`config.mk`:
```
export PLATFORM = sky130hd
export DESIGN_NAME = mbox_requester
export DESIGN_NICKNAME = d
export VERILOG_FILES = /design/src/rtl/mbox_pkg.sv /design/src/rtl/mbox_poll_timer.sv /design/src/rtl/mbox_bus_master.sv /design/src/rtl/mbox_requester.sv
export SDC_FILE = /design/constraint.sdc
export NUM_CORES = 1
export LEC_CHECK = 0
export ABC_AREA = 1
export BUFFER_PORTS_ARGS = -buffer_cell sky130_fd_sc_hd__buf_4
export CAP_MARGIN = 20
export CORE_ASPECT_RATIO = 1.1
export CORE_UTILIZATION = 27
export CTS_BUF_LIST = sky130_fd_sc_hd__clkbuf_8
export DETAILED_ROUTE_END_ITERATION = 6
export GPL_TIMING_DRIVEN = 0
export SYNTH_ARGS = -nofsm -noshare
export SYNTH_HDL_FRONTEND = slang
export SYNTH_HIERARCHICAL = 1
export SYNTH_SLANG_ARGS = --single-unit
```
`constraint.sdc`:
```
create_clock -name clk -period 3.66 [get_ports clk]
set_input_delay 0.549 -clock clk [delete_from_list [all_inputs] [get_ports clk]]
set_output_delay 0.549 -clock clk [all_outputs]
set_load 0.05 [all_outputs]
```
`src/rtl/mbox_pkg.sv`:
```
package mbox_pkg;

    localparam int unsigned MBOX_DATA_W = 32;
    localparam int unsigned MBOX_ID_W   = 8;
    localparam logic [7:0]  ID_LIMIT    = 8'h18;

    localparam logic [7:0] RSP_BUSY   = 8'h00;
    localparam logic [7:0] RSP_OK     = 8'h01;
    localparam logic [7:0] RSP_FAILED = 8'hFF;

    typedef enum logic [2:0] {
        ST_OK           = 3'd0,
        ST_FAIL         = 3'd1,
        ST_REJECT       = 3'd2,
        ST_PRE_TIMEOUT  = 3'd3,
        ST_POST_TIMEOUT = 3'd4,
        ST_BAD_ID       = 3'd5
    } mbox_status_e;

    typedef enum logic [3:0] {
        S_IDLE,
        S_PRE_RD,
        S_PRE_GAP,
        S_CLR,
        S_ARG,
        S_TRIG,
        S_POST_RD,
        S_POST_GAP,
        S_ACK_FAIL,
        S_READBACK
    } mbox_state_e;

    typedef struct packed {
        mbox_status_e              status;
        logic [7:0]                code;
        logic [MBOX_DATA_W-1:0]    data;
    } mbox_result_t;

    function automatic logic id_is_valid(input logic [MBOX_ID_W-1:0] id);
        return (id != '0) && (id < ID_LIMIT);
    endfunction

    function automatic mbox_status_e classify(input logic [7:0] code);
        if (code == RSP_OK)          return ST_OK;
        else if (code == RSP_FAILED) return ST_FAIL;
        else                         return ST_REJECT;
    endfunction

endpackage

```
`src/rtl/mbox_poll_timer.sv`:
```
module mbox_poll_timer #(
    parameter int unsigned GAP     = 1000,
    parameter int unsigned RETRIES = 200000
) (
    input  logic clk,
    input  logic rst,
    input  logic clear,
    input  logic wait_start,
    output logic gap_done,
    output logic last_try
);
    localparam int unsigned GAP_W = (GAP > 1) ? $clog2(GAP + 1) : 1;
    localparam int unsigned TRY_W = (RETRIES > 1) ? $clog2(RETRIES + 1) : 1;

    logic [GAP_W-1:0] gap_cnt;
    logic [TRY_W-1:0] tries;
    logic             running;

    always_ff @(posedge clk) begin
        if (rst) begin
            gap_cnt  <= '0;
            tries    <= '0;
            running  <= 1'b0;
            gap_done <= 1'b0;
        end else begin
            gap_done <= 1'b0;
            if (clear) begin
                tries   <= '0;
                running <= 1'b0;
            end else if (wait_start) begin
                tries   <= tries + 1'b1;
                running <= 1'b1;
                gap_cnt <= GAP_W'(GAP - 1);
            end else if (running) begin
                if (gap_cnt == '0) begin
                    running  <= 1'b0;
                    gap_done <= 1'b1;
                end else begin
                    gap_cnt <= gap_cnt - 1'b1;
                end
            end
        end
    end

    assign last_try = (tries == TRY_W'(RETRIES));


    retry_bound_chk: assert property (@(posedge clk) disable iff (rst)
        wait_start |-> !last_try);


    gap_quiet_chk: assert property (@(posedge clk) disable iff (rst)
        wait_start |=> !gap_done);

endmodule

```
`src/rtl/mbox_bus_master.sv`:
```
module mbox_bus_master #(
    parameter int unsigned ADDR_W = 16,
    parameter int unsigned DATA_W = 32
) (
    input  logic              clk,
    input  logic              rst,
    input  logic              go,
    input  logic              go_we,
    input  logic [ADDR_W-1:0] go_addr,
    input  logic [DATA_W-1:0] go_wdata,
    output logic              bus_req,
    output logic              bus_we,
    output logic [ADDR_W-1:0] bus_addr,
    output logic [DATA_W-1:0] bus_wdata,
    input  logic [DATA_W-1:0] bus_rdata,
    input  logic              bus_ready,
    output logic              ack,
    output logic [DATA_W-1:0] ack_rdata
);
    always_ff @(posedge clk) begin
        if (rst) begin
            bus_req   <= 1'b0;
            bus_we    <= 1'b0;
            bus_addr  <= '0;
            bus_wdata <= '0;
            ack       <= 1'b0;
            ack_rdata <= '0;
        end else begin
            ack <= 1'b0;
            if (bus_req && bus_ready) begin
                bus_req   <= 1'b0;
                ack       <= 1'b1;
                ack_rdata <= bus_rdata;
            end else if (go && !bus_req) begin
                bus_req   <= 1'b1;
                bus_we    <= go_we;
                bus_addr  <= go_addr;
                bus_wdata <= go_wdata;
            end
        end
    end


    hold_stable_chk: assert property (@(posedge clk) disable iff (rst)
        (bus_req && !bus_ready) |=> (bus_req && $stable(bus_addr) && $stable(bus_we) && $stable(bus_wdata)));


    go_when_free_chk: assert property (@(posedge clk) disable iff (rst)
        go |-> !bus_req);

endmodule

```
`src/rtl/mbox_requester.sv`:
```
module mbox_requester
    import mbox_pkg::*;
#(
    parameter int unsigned ADDR_W    = 16,
    parameter logic [ADDR_W-1:0] MSG_ADDR = 16'h0000,
    parameter logic [ADDR_W-1:0] ARG_ADDR = 16'h0004,
    parameter logic [ADDR_W-1:0] RSP_ADDR = 16'h0008,
    parameter int unsigned CLK_MHZ   = 100,
    parameter int unsigned POLL_US   = 10,
    parameter int unsigned POLL_GAP  = CLK_MHZ * POLL_US,
    parameter int unsigned RETRY_MAX = 200000
) (
    input  logic              clk,
    input  logic              rst,
    input  logic              req_valid,
    output logic              req_ready,
    input  logic [7:0]        req_id,
    input  logic [31:0]       req_arg,
    output logic              done,
    output logic [2:0]        done_status,
    output logic [7:0]        done_code,
    output logic [31:0]       done_data,
    output logic              bus_req,
    output logic              bus_we,
    output logic [ADDR_W-1:0] bus_addr,
    output logic [31:0]       bus_wdata,
    input  logic [31:0]       bus_rdata,
    input  logic              bus_ready
);
    localparam int unsigned DW = MBOX_DATA_W;

    mbox_state_e    state, state_d;
    logic [7:0]     id_q;
    logic [DW-1:0]  arg_q;
    logic [7:0]     code_q, code_d;
    mbox_result_t   res_q, fin_res;
    logic           done_q, fin, take;

    logic           go, go_we;
    logic [ADDR_W-1:0] go_addr;
    logic [DW-1:0]  go_wdata;
    logic           ack;
    logic [DW-1:0]  ack_rdata;
    logic           t_clear, t_wait, gap_done, last_try;

    mbox_bus_master #(.ADDR_W(ADDR_W), .DATA_W(DW)) u_bus (
        .clk(clk), .rst(rst),
        .go(go), .go_we(go_we), .go_addr(go_addr), .go_wdata(go_wdata),
        .bus_req(bus_req), .bus_we(bus_we), .bus_addr(bus_addr),
        .bus_wdata(bus_wdata), .bus_rdata(bus_rdata), .bus_ready(bus_ready),
        .ack(ack), .ack_rdata(ack_rdata)
    );

    mbox_poll_timer #(.GAP(POLL_GAP), .RETRIES(RETRY_MAX)) u_timer (
        .clk(clk), .rst(rst),
        .clear(t_clear), .wait_start(t_wait),
        .gap_done(gap_done), .last_try(last_try)
    );

    always_comb begin
        state_d  = state;
        code_d   = code_q;
        go       = 1'b0;
        go_we    = 1'b0;
        go_addr  = RSP_ADDR;
        go_wdata = '0;
        t_clear  = 1'b0;
        t_wait   = 1'b0;
        take     = 1'b0;
        fin      = 1'b0;
        fin_res  = '{status: ST_OK, code: 8'h00, data: '0};
        unique case (state)
            S_IDLE: begin
                if (req_valid) begin
                    take = 1'b1;
                    if (!id_is_valid(req_id)) begin
                        fin            = 1'b1;
                        fin_res.status = ST_BAD_ID;
                    end else begin
                        t_clear = 1'b1;
                        go      = 1'b1;
                        state_d = S_PRE_RD;
                    end
                end
            end
            S_PRE_RD: begin
                if (ack) begin
                    if (ack_rdata != '0) begin
                        go       = 1'b1;
                        go_we    = 1'b1;
                        go_addr  = RSP_ADDR;
                        go_wdata = '0;
                        state_d  = S_CLR;
                    end else if (last_try) begin
                        fin            = 1'b1;
                        fin_res.status = ST_PRE_TIMEOUT;
                        state_d        = S_IDLE;
                    end else begin
                        t_wait  = 1'b1;
                        state_d = S_PRE_GAP;
                    end
                end
            end
            S_PRE_GAP: begin
                if (gap_done) begin
                    go      = 1'b1;
                    state_d = S_PRE_RD;
                end
            end
            S_CLR: begin
                if (ack) begin
                    go       = 1'b1;
                    go_we    = 1'b1;
                    go_addr  = ARG_ADDR;
                    go_wdata = arg_q;
                    state_d  = S_ARG;
                end
            end
            S_ARG: begin
                if (ack) begin
                    go       = 1'b1;
                    go_we    = 1'b1;
                    go_addr  = MSG_ADDR;
                    go_wdata = {{(DW-8){1'b0}}, id_q};
                    state_d  = S_TRIG;
                end
            end
            S_TRIG: begin
                if (ack) begin
                    t_clear = 1'b1;
                    go      = 1'b1;
                    state_d = S_POST_RD;
                end
            end
            S_POST_RD: begin
                if (ack) begin
                    if (ack_rdata != '0) begin
                        code_d = ack_rdata[7:0];
                        go     = 1'b1;
                        if (classify(ack_rdata[7:0]) == ST_FAIL) begin
                            go_we    = 1'b1;
                            go_addr  = RSP_ADDR;
                            go_wdata = {{(DW-8){1'b0}}, RSP_OK};
                            state_d  = S_ACK_FAIL;
                        end else begin
                            go_addr  = ARG_ADDR;
                            state_d  = S_READBACK;
                        end
                    end else if (last_try) begin
                        fin            = 1'b1;
                        fin_res.status = ST_POST_TIMEOUT;
                        state_d        = S_IDLE;
                    end else begin
                        t_wait  = 1'b1;
                        state_d = S_POST_GAP;
                    end
                end
            end
            S_POST_GAP: begin
                if (gap_done) begin
                    go      = 1'b1;
                    state_d = S_POST_RD;
                end
            end
            S_ACK_FAIL: begin
                if (ack) begin
                    fin            = 1'b1;
                    fin_res.status = ST_FAIL;
                    fin_res.code   = RSP_FAILED;
                    state_d        = S_IDLE;
                end
            end
            S_READBACK: begin
                if (ack) begin
                    fin            = 1'b1;
                    fin_res.status = classify(code_q);
                    fin_res.code   = code_q;
                    fin_res.data   = ack_rdata;
                    state_d        = S_IDLE;
                end
            end
            default: state_d = S_IDLE;
        endcase
    end

    always_ff @(posedge clk) begin
        if (rst) begin
            state  <= S_IDLE;
            id_q   <= '0;
            arg_q  <= '0;
            code_q <= '0;
            done_q <= 1'b0;
            res_q  <= '{status: ST_OK, code: 8'h00, data: '0};
        end else begin
            state  <= state_d;
            code_q <= code_d;
            done_q <= fin;
            if (fin) res_q <= fin_res;
            if (take) begin
                id_q  <= req_id;
                arg_q <= req_arg;
            end
        end
    end

    assign req_ready   = (state == S_IDLE);
    assign done        = done_q;
    assign done_status = res_q.status;
    assign done_code   = res_q.code;
    assign done_data   = res_q.data;


    busy_refuse_chk: assert property (@(posedge clk) disable iff (rst)
        (req_valid && req_ready && id_is_valid(req_id)) |=> !req_ready);


    done_pulse_chk: assert property (@(posedge clk) disable iff (rst)
        done |=> !done);


    bad_id_chk: assert property (@(posedge clk) disable iff (rst)
        (req_valid && req_ready && !id_is_valid(req_id)) |=>
            (done && done_status == ST_BAD_ID && !bus_req));


    idle_quiet_chk: assert property (@(posedge clk) disable iff (rst)
        (req_ready && !$past(req_ready)) |-> !bus_req);

endmodule

```
==> results of run 1 <==
path summary, 6_finish.rpt:
check                      start                   to  slack [ns]  cells after the start
max          u_bus/ack_rdata[31]    u_timer/tries[15]        0.99                     15
min                bus_rdata[10]  u_bus/ack_rdata[10]        0.21                      3
max reg2reg  u_bus/ack_rdata[31]    u_timer/tries[15]        0.99                     15
min reg2reg            arg_q[21]            arg_q[21]        0.45                      2
layer usage:
layer	part of all wire, %	routed length [um]	GRT usage (%)
met2	48	12500	25.5
met1	45	11800	19.0
met4	1.6	409	4.44
met5	0	0	0
met3	5.9	1560	3.29
worst max-delay path: cells and delay by family (launching register included):
family / cells / cell delay [ns]
compound gates: 1 / 0.11
simple gates: 12 / 1.68
buf+inv: 2 / 0.44
flops: 1 / 0.34
metrics by stage:
step / util, % / hold slack [ns]
2_1_floorplan: - / 0.420
3_3_place_gp: 33.0 / 0.439
3_5_place_dp: 33.0 / 0.447
4_1_cts: 35.1 / 0.179
5_1_grt: 35.1 / 0.185
6_report: 35.1 / 0.215
cell type report:
type | instances | share of cell area [%]
Clock buffer | 45 | 5.31
Multi-Input combinational cell | 883 | 34.6
Sequential cell | 209 | 35.9
Timing Repair Buffer | 170 | 10.9
Buffer | 68 | 2.86
Clock inverter | 14 | 0.729
Antenna cell | 1 | 0.0215
Inverter | 156 | 5.04
Tap cell | 432 | 4.63
sequential cells by signal, summed over array words and instances, names as in the netlist:
register,count
arg_q,32
done_data,32
u_bus/ack_rdata,32
u_bus/bus_wdata,32
u_timer/tries,18
u_bus/bus_addr,16
u_timer/gap_cnt,10
code_q,8
done_code,8
id_q,8
state,4
done_status,3
done,1
u_bus/ack,1
u_bus/bus_req,1
u_bus/bus_we,1
u_timer/gap_done,1
u_timer/running,1
synthesized netlist by cell type, types with 6 or more instances:
cell type | instances | area (sq um)
a21oi_1 | 108 | 541
a21oi_2 | 9 | 78.8
buf_2 | 12 | 60.1
buf_6 | 6 | 67.6
clkbuf_1 | 40 | 150
dfxtp_1 | 209 | 4180
inv_1 | 146 | 548
inv_2 | 9 | 33.8
nand2_1 | 292 | 1100
nand2_2 | 11 | 68.8
nand3_1 | 111 | 556
nand4_1 | 7 | 43.8
nor2_1 | 200 | 751
nor2_2 | 7 | 43.8
nor2_4 | 6 | 67.6
nor3_1 | 8 | 40.0
o21ai_0 | 70 | 350
o32ai_1 | 7 | 61.3
kinds of logic (layout without fill, tap and decap cells):
| logic type | after synthesis | count (layout) | synth area share [%] |
|---|---|---|---|
| AOI/OAI and AO/OA | 204 | 204 | 12.1 |
| buffers and inverters | 224 | 453 | 10.1 |
| other | 1 | 15 | 0.0412 |
| DFF | 209 | 209 | 46.0 |
| adders and majority gates | 3 | 3 | 0.413 |
| and+or+nand+nor | 660 | 660 | 31.2 |
| xor gates and xnor gates | 2 | 2 | 0.193 |
report_power, final:
group,leakage (nW),switching (W),total (W),internal [W]
Clock,0.405,0.000940,0.00211,0.00117
Combinational,2.87,0.000531,0.000786,0.000255
Sequential,1.70,0.0000496,0.00244,0.00239
Total,4.98,0.00152,0.00534,0.00382
==> metrics.md, run 1 <==
| Metric | Value |
|---|---|
| H-tree Lvls | 2 |
| CTS Buffer Depth | 3 |
| Core area | about 0.033 sq mm |
| Final clock period utilization by the worst path | approximately 73% |
| Grt ovf | 0 |
| Worst setup margin | between 0.9 and 1 ns |
| Hpwl dp | ~20 mm |
| Total chip power | between 0.005 and 0.006 W |
| Unrepaired setup endpoints after global routing | no |
| Placement-stage cell area | ~0.011 sq mm |
| WL final | approximately 26 mm |
| Drt initial violations | approximately 430 |
| Dpl ws | approximately 0.99 ns |
| CTS tree | done |
| First-pass GRT wire length | roughly 42 mm |
| Avg Cell Area, Syn | ~7.0 sq um |
| Slew at the pin closest to its max-slew limit | 0.730 ns |
| Crit path max fanout | 8 |
| P&R area growth vs syn | 28.3% |
| Setup-failing EPs final | 0 |
| IO buf count | between 150 and 200 |
| Distinct cell type count after synthesis | 41 |
| Num rows | 70 |
| Largest net degree at the start of global routing | 11 |
| Initial antenna violation count | 1 |
| Worst EP arrival | 3.09 ns |
| Final Cell Area | approximately 0.012 sq mm |
| Max-cap violations | 0 |
| Via count | roughly 8800 |
| VDD IR max | 0.000207 V |
| Post-cts sizing count | 0 |
| Post-DR wirelength/cell | ~13 um |
| Clock slew at reported path FFs | 0.06 ns |
| Outcome | complete, no violations |
| Die height | 194 um |
| Kind of end point of the critical path | register |
| Tmin final | between 2 and 3 ns |
| Die Area | about 0.034 sq mm |
| Initial DRT Pass Iterations | 5 |
| Clock Sink Count | 209 |
| Max-slew headroom | between 50% and 60% |
| Worst-Skew Late Latency | about 0.53 ns |
| Num CTS Buffers | 37 |
| GRT Total Usage | approximately 15% |
| DRC Markers | 0 |
| Final Non-Filler Cells | about 2000 |
| Final nets | between 1500 and 2000 |
| Clk root buf | clkbuf_8 |
| Share of cells above drive strength 1 | 19.0% |
| Final-report max-slew violation count | 0 |
| Max Fclk | approximately 370 MHz |
| Final hold vios | 0 |
| Leakage power total | approximately 5 nW |
| Vias in the first global route | 8427 |
| Post-synthesis cell count | between 1000 and 1500 |
| Multi-input gate area | roughly 0.004 sq mm |
| CP Cell Sequence | nor2_1, nand2_1, nor2_1, nand2_1, nor2_1, inv_1, nor3_1, buf_2, nand2_2, nor2_4, nand4_4, nor2_4, nand2_2, o21ai_1, nor2_1 |
| Main synth FF type | dfxtp_1 |
| Post-synthesis cell area | approximately 0.0091 sq mm |
| Yosys Warn Count | 6 |
| Setup Fix Bufs, Post-CTS | 0 |
| Post-DRT Antenna Nets | 0 |
| Io pins | about 170 |
| Worst path max stage delay | roughly 0.42 ns |
| Skew final | approximately 0.019 ns |
| Starting Density | between 20% and 30% |
| Post-synthesis register bit count | around 210 |
| Vias per cell | ~4.5 |
| Most common cell after layout, fill and taps aside | nand2_1 |
| Filler instances | roughly 3600 |
| Placed Instances | around 1900 |
| Most frequent cells in the layout | nand2_1 (292), dfxtp_1 (209), nor2_1 (200) |
| Async S/R FF share, synth | 0% |
| CTS hold repair buffers | 0 |
| Critical Path RT | 4.08 ns |
| CP max-delay cell | nor2_1 |
| Sequential area share after synthesis | 46.0% |
| GPL Wtd Cong | around 0.86 |
| EDFF count, synth | 0 |
| Pwr Density | 457 mW/mm^2 |
| Total negative slack | 0 ns |
| Die Span X | roughly 180 um |
| Sequential cell area | between 0.004 and 0.005 sq mm |
| Worst hold path type | input pin to register |
| Most used cell, CP | nor2_1 |
| Critical setup path kind | register to register |
| Startpoint Class | register |
No activity file was read; power rests on OpenSTA's default activity.
==> run 2, diff against run 1 <==
clock period = 2.6 ns   (was 3.66 ns; I/O delays follow)
==> metrics.md, run 2 (synthesis gave the netlist of run 1 again) <==
| Metric | Value |
|---|---|
| GPL Wtd Cong | between 0.8 and 0.9 |
| Max Fclk | approximately 420 MHz |
| Post-DR wirelength/cell | between 10 and 15 um |
| Max-cap violations | 0 |
| Die height | roughly 190 um |
| Leakage power total | between 4 and 5 nW |
| Clock Sink Count | around 210 |
| Share of cells above drive strength 1 | about a fifth |
| CTS tree | done |
| Worst hold path type | input pin to register |
| Post-DRT Antenna Nets | 0 |
| Grt ovf | 0 |
| Via count | 8806 |
| Final Cell Area | around 0.012 sq mm |
| Total negative slack | 0 ns |
| Dpl ws | -0.0608 ns |
| WL final | approximately 26 mm |
| Die Span X | 177 um |
| Num CTS Buffers | 37 |
| Worst setup margin | roughly 0.24 ns |
| Final clock period utilization by the worst path | 90.6% |
| Most common cell after layout, fill and taps aside | nand2_1 |
| Tmin final | 2.36 ns |
| VDD IR max | 0.000291 V |
| Core area | 0.0332 sq mm |
| Unrepaired setup endpoints after global routing | no |
| Slew at the pin closest to its max-slew limit | 0.727 ns |
| Worst path max stage delay | about 0.47 ns |
| FF-to-FF setup slack | roughly 0.24 ns |
| Largest net degree at the start of global routing | 11 |
| Most used cell, CP | nor2_1 |
| Critical Path RT | about 3.1 ns |
| Pwr Density | about 640 mW/mm^2 |
| Worst EP arrival | around 2.8 ns |
| Outcome | complete, no violations |
| Final nets | 1604 |
| Initial antenna violation count | 1 |
| Final hold vios | 0 |
| DRC Markers | 0 |
| Worst-Skew Late Latency | 0.53 ns |
| Vias per cell | around 4.5 |
| H-tree Lvls | 2 |
| GRT Total Usage | between 10% and 20% |
| Starting Density | between 20 and 30% |
| Hpwl dp | between 15 and 20 mm |
| CP max-delay cell | dfxtp_1 |
| Placement-stage cell area | roughly 0.011 sq mm |
| Clk root buf | clkbuf_8 |
| CTS hold repair buffers | 0 |
| Skew final | ~0.022 ns |
| Io pins | about 170 |
| Setup-failing EPs final | 0 |
| CTS Buffer Depth | 3 |
| Kind of end point of the critical path | register |
| Vias in the first global route | approximately 8400 |
| Initial DRT Pass Iterations | 5 |
| Drt initial violations | roughly 450 |
| Critical setup path kind | register to register |
| Startpoint Class | register |
| Num rows | 70 |
| Max-slew headroom | about half |
| Util after Layout | between 30% and 40% |
| Die Area | about 0.034 sq mm |
| Crit path max fanout | 10 |
| First-pass GRT wire length | 41.8 mm |
| Final-report max-slew violation count | 0 |
| P&R area growth vs syn | 28.6% |
| IO buf count | 170 |
| Filler instances | ~3600 |
| Most frequent cells in the layout | nand2_1 (291), dfxtp_1 (208), nor2_1 (199) |
| Clock slew at reported path FFs | approximately 0.06 ns |
| CP Cell Sequence | inv_2, nor3_4, nor2_1, nor2_2, inv_1, o2111ai_1, buf_2, inv_2, nor2_4, buf_4, buf_6, nor2_1, nor2_1 |
==> run 2: cell types whose count changed in the layout (fill, tap and decap cells not counted), moves of 2 or more <==
cell and delta:
nor4_1 -2, clkbuf_1 -2, nor4_2 +2, buf_4 +2
==> run 2: path summary, 6_finish.rpt <==
path | cells after the start | start | end
setup / recovery | 13 | state[1] | u_bus/bus_addr[2]
hold / removal | 3 | bus_rdata[10] | u_bus/ack_rdata[10]
setup reg to reg | 13 | state[1] | u_bus/bus_addr[2]
hold reg to reg | 2 | arg_q[21] | arg_q[21]
==> run 2: cell type report <==
class	count	area (sq um)	share of cell area [%]
antenna	1	2.50	0.0214
buffer	67	334	2.86
clock buffer	45	619	5.29
clock inverter	14	85.1	0.727
inverter	156	588	5.03
multi-input combinational	883	4060	34.7
sequential	209	4190	35.8
tap	432	541	4.62
timing repair buffer	171	1280	11.0
==> run 2: what timing repair did <==
item | CTS | global route
pin swaps | 0 | 1
setup buffers | 0 | 1
endpoints found under the setup margin | 17 | 65
gates resized for setup | 1 | 9
==> run 2: stage by stage <==
| stage | instances | hold WS (ns) | total power, W |
|---|---|---|---|
| after detailed placement | 1918 | 0.447 | 0.00462 |
| after CTS | 1977 | 0.0204 | 0.00763 |
| after global routing | 1978 | 0.0262 | 0.00790 |
| final | 1978 | 0.0514 | 0.00753 |
| after global placement | 1918 | 0.439 | 0.00460 |
| after floorplan | 1316 | 0.420 | 0.00423 |
==> run 2: routing by layer <==
metal	vias up	share of wire, %	track usage [%]
met3	43	6.1	3.29
met2	227	48	25.5
met1	3994	45	18.9
met5	-	0	0
met4	0	1.7	4.44
li1	4542	-	-
==> run 2: report_power, final <==
group          leakage (nW)  internal (W)  switching [W]  total, W
sequential             1.70       0.00337      0.0000695   0.00344
clock                 0.405       0.00165        0.00133   0.00298
combinational          2.88      0.000369       0.000754   0.00112
==> run 2: worst max-delay path, delay by kind of cell, from the launching register on <==
kind / cells / cell delay [ns]
AND/OR/NAND/NOR: 6 / 0.81
AO/OA/AOI/OAI: 1 / 0.16
flip-flops: 1 / 0.47
buffers and inverters: 6 / 0.84
